--- config.mk ---
export PLATFORM = sky130hd
export DESIGN_NAME = npsf_tester
export DESIGN_NICKNAME = d
export VERILOG_FILES = /design/src/rtl/npsf_tester.sv
export SDC_FILE = /design/constraint.sdc
export NUM_CORES = 1
export LEC_CHECK = 0
export ABC_AREA = 1
export BUFFER_PORTS_ARGS = -buffer_cell sky130_fd_sc_hd__buf_2
export CORE_MARGIN = 5
export CORE_UTILIZATION = 40
export DETAILED_ROUTE_END_ITERATION = 7
export SYNTH_ARGS = -nofsm -noshare
export SYNTH_HDL_FRONTEND = slang
export SYNTH_SLANG_ARGS = --single-unit
--- constraint.sdc ---
create_clock -name clk -period 1.6 [get_ports clk]
set_clock_uncertainty 0.2 [all_clocks]
set_input_delay 0.16 -clock clk [delete_from_list [all_inputs] [get_ports clk]]
set_output_delay 0.16 -clock clk [all_outputs]
set_load 0.02 [all_outputs]
--- src/rtl/npsf_tester.sv ---
module npsf_tester #(
  parameter int ROWS = 8,
  parameter int COLS = 8,
  localparam int CELLS = ROWS * COLS,
  localparam int AW = (CELLS > 2) ? $clog2(CELLS) : 1
) (
  input  logic          clk,
  input  logic          rst_n,
  input  logic          start,
  output logic [AW-1:0] mem_addr,
  output logic          mem_we,
  output logic          mem_wdata,
  input  logic          mem_rdata,
  output logic          busy,
  output logic          done,
  output logic          fail,
  output logic [AW-1:0] fail_addr,
  output logic          fail_exp
);
  localparam int RW = ($clog2(ROWS) < 2) ? 2 : $clog2(ROWS);
  localparam int CW = ($clog2(COLS) < 2) ? 2 : $clog2(COLS);

  typedef enum logic [2:0] {S_IDLE, S_WR, S_RD, S_TAIL, S_END} st_t;

  st_t           st;
  logic [RW-1:0] row;
  logic [CW-1:0] col;
  logic [AW-1:0] addr;
  logic [3:0]    step;
  logic          phase;
  logic          rd_v, rd_e;
  logic [AW-1:0] rd_a;

  wire       row_end   = (row == RW'(ROWS - 1));
  wire       col_end   = (col == CW'(COLS - 1));
  wire       last_cell = row_end && col_end;
  wire       is_base   = ~(row[0] ^ col[0]);
  wire [3:0] gray      = step ^ {1'b0, step[3:1]};
  wire [1:0] cls       = {row[0], row[1] ^ col[1]};

  assign mem_addr  = addr;
  assign mem_we    = (st == S_WR) && (!is_base || step == 4'd0);
  assign mem_wdata = is_base ? phase : gray[cls];
  assign busy      = (st == S_WR) || (st == S_RD) || (st == S_TAIL);
  assign done      = (st == S_END);

  always_ff @(posedge clk or negedge rst_n) begin
    if (!rst_n) begin
      st        <= S_IDLE;
      row       <= '0;
      col       <= '0;
      addr      <= '0;
      step      <= '0;
      phase     <= 1'b0;
      rd_v      <= 1'b0;
      rd_a      <= '0;
      rd_e      <= 1'b0;
      fail      <= 1'b0;
      fail_addr <= '0;
      fail_exp  <= 1'b0;
    end else begin
      rd_v <= (st == S_RD) && is_base;
      rd_a <= addr;
      rd_e <= phase;
      if (rd_v && (mem_rdata != rd_e) && !fail) begin
        fail      <= 1'b1;
        fail_addr <= rd_a;
        fail_exp  <= rd_e;
      end
      case (st)
        S_IDLE, S_END: begin
          if (start) begin
            st        <= S_WR;
            row       <= '0;
            col       <= '0;
            addr      <= '0;
            step      <= '0;
            phase     <= 1'b0;
            fail      <= 1'b0;
            fail_addr <= '0;
            fail_exp  <= 1'b0;
          end
        end
        S_WR, S_RD: begin
          if (col_end) begin
            col <= '0;
            row <= row_end ? '0 : row + 1'b1;
          end else begin
            col <= col + 1'b1;
          end
          addr <= last_cell ? '0 : addr + 1'b1;
          if (last_cell) begin
            if (st == S_WR) begin
              st <= S_RD;
            end else if (step != 4'd15) begin
              step <= step + 1'b1;
              st   <= S_WR;
            end else if (!phase) begin
              phase <= 1'b1;
              step  <= '0;
              st    <= S_WR;
            end else begin
              st <= S_TAIL;
            end
          end
        end
        S_TAIL:  st <= S_END;
        default: st <= S_IDLE;
      endcase
    end
  end
endmodule

==> results.cfg <==
[run_status]
status = finished, violations left
violations = negative setup slack

[route]
viasPerCell = 4.86
dr_total_vias = 1585
wl_microns = 3970
drt-initial-drc-count = 95
first_pass_iters = 4
drc = 0
wl_per_cell_microns = 12.2
ant_nets = 0

[setup_path]
cp-end-kind = output pin
path_max_fanout = 3
arrival_ps = 1520
start_kind = flop
worstSetupPathType = reg2out
worstPathRequired_ps = 1240

[synthesis]
avgSynthCellArea_sq_um = 8.60
ys_seq_elements = 36
yosysSeqAreaShare_pct = 49.2
async_flop_share_pct = 100
synthAdderAreaFrac_pct = 6.83
synthCells = 213
syn_area_sq_um = 1830
synth.area.top_cells = dfrtp_1, nand2_1, ha_1, inv_1, nor2_1
synth_cell_type_count = 25
synthTopCellsByCount = nand2_1, dfrtp_1, inv_1, nor2_1
ys_warn_count = 0
syn-num-nets = 227
synth_compound_gate_area_share_pct = 6.90
synth_most_common_cell = nand2_1
yosys.area.top_type_share_pct = 49.2
muxShareOfSynthArea_pct = 0
synthXorXnorAreaFrac_pct = 1.43
ys.flop_type = dfrtp_1
synth-edff-count = 0
synth-simple-area-share_pct = 28.5
synth_top_family_by_area = simple AND/OR/NAND/NOR gates
synth_top_area_cell = dfrtp_1

[cts]
h-tree-depth = 2
cts_root_buf = clkbuf_8
clkLatencyLatePin_ps = 300
cts_tree = done
clkSinkCount = 36
cts_buffers = 5
cts_buffer_depth = 2
clkTransAtPathRegs_ps = 70

[sta]
final-setup-viol-count = 4
worstMarginPinSlew_ps = 468
layout_setup_ws_ps = -280
fin_crit_ps = 1880
setup_tns_ps = -360
fin_crit_sh_pct = 117
slew_viol_final = 0
rsz0062_at_grt = true
fmax_ghz = 0.532
hold_viol = 0
max_slew_margin_pct = 68.8

[run]
maxCapViolations = 0

[floorplan]
die_h_microns = 77.7
io_pins = 22
start_util_pct = 41.8
rows = 24
dieArea_sq_um = 6030
fp.dieW_microns = 77.7
coreArea_sq_um = 4380

[final_layout]
drive_above_1_share_pct = 38.0
post-route-util_pct = 58.8
nets = 287
antenna_cells = 0
syn_to_final_growth_pct = 40.7

[placement]
gp_congestion = 0.765
io_buffers = 21
post-place-ws_ps = 6.25
place_hpwl_microns = 2650

[pwr]
ir_worst_vdd_uv = 1210
leakage_nw = 1.36
p_total_w = 0.00570
p_per_area_nw_per_um2 = 2210

[grt]
grt.overflow.total = 0
antenna_found_initial = 0
grt_pass1_vias = 1529
grt_first_pass_wirelength_microns = 6820
grt_util_all_layers_pct = 14.2
grt_max_degree = 37

[worst_hold_path]
hp-class = in2reg
-- cell type report --
cell class,instances,area (sq um)
timing repair buffer,55,425
clock buffer,5,68.8
inverter,28,110
tap,52,65.1
fill,384,1810
sequential,36,903
clock inverter,3,42.5
multi-input combinational,147,962
-- worst max-delay path, cell delays in order, from the launching register on --
cell and delay, ps:
dfrtp_1 410, ha_1 290, nand3b_1 160, nand3_1 70
nand2_1 50, nand2_1 50, nand2_1 60, buf_6 130
-- path summary, 6_finish.rpt --
kind	cells after the start	slack, ps	endpoint	start
setup / recovery	7	-280	mem_wdata	step[1]
hold / removal	4	20	st[2]	start
setup reg to reg	8	-10	mem_addr[4]	st[0]
hold reg to reg	0	200	rd_a[3]	mem_addr[3]
max in group asynchronous	3	620	st[0]	rst_n
min in group asynchronous	3	230	row[1]	rst_n
-- state kept, by name, indices dropped and copies added, names as in the netlist --
register,flops
fail_addr,6
mem_addr,6
rd_a,6
step,4
col,3
row,3
st,3
fail,1
fail_exp,1
phase,1
rd_e,1
rd_v,1
-- stage by stage --
step / cell area [sq um] / std cells / hold slack [ps]
floorplan: 1830 / 213 / -336
global placement: 2110 / 300 / 29.0
detailed placement: 2110 / 300 / 29.2
CTS: 2410 / 321 / 22.6
global route: 2580 / 326 / 58.7
finish: 2580 / 326 / 23.2
-- per-layer routing --
metal  share of wire [%]  up-vias  global-route usage, %  routed length (microns)
met3                 5.4       14                   4.63                      214
met5                   0        -                      0                        0
met4                 3.3        0                   6.87                      133
li1                    -      800                      -                        -
met2                  46       33                   21.8                     1850
met1                  45      738                   17.9                     1780
-- cells by family (layout without fill, tap and decap cells) --
family	after synthesis	in the layout
buffers and inverters	30	91
adders and majority gates	10	10
and+or+nand+nor	111	111
AOI/OAI and AO/OA	23	23
xor gates and xnor gates	3	3
DFF	36	36
-- where the power goes --
group | switching [W] | internal [W] | leakage (nW)
clock | 0.000350 | 0.000461 | 0.0541
sequential | 0.000229 | 0.00121 | 0.482
combinational | 0.00193 | 0.00152 | 0.826
-- timing repair --
action,4_1_cts,5_1_grt
endpoints found under the setup margin,5,23
hold endpoints to repair,37,0
buffers inserted,11,5
gates cloned,0,0
hold buffers,2,0
pin swaps,10,15
gates resized for setup,24,36
-- cells in the final DEF, fill, tap and decap left out, drive strengths merged --
| cell | n |
|---|---|
| inv | 28 |
| o21ai | 16 |
| nor2 | 27 |
| dfrtp | 36 |
| nand4 | 3 |
| xnor2 | 1 |
| bufinv | 1 |
| buf | 53 |
| nand3 | 18 |
| or2 | 2 |
| clkbuf | 5 |
| dlygate4sd3 | 2 |
| clkinv | 1 |
| ha | 10 |
| nor3 | 1 |
| clkinvlp | 1 |
| nand3b | 1 |
| a21oi | 7 |
| nand2 | 59 |
| xor2 | 2 |
Note: power is estimated with default switching activity, not from simulation.
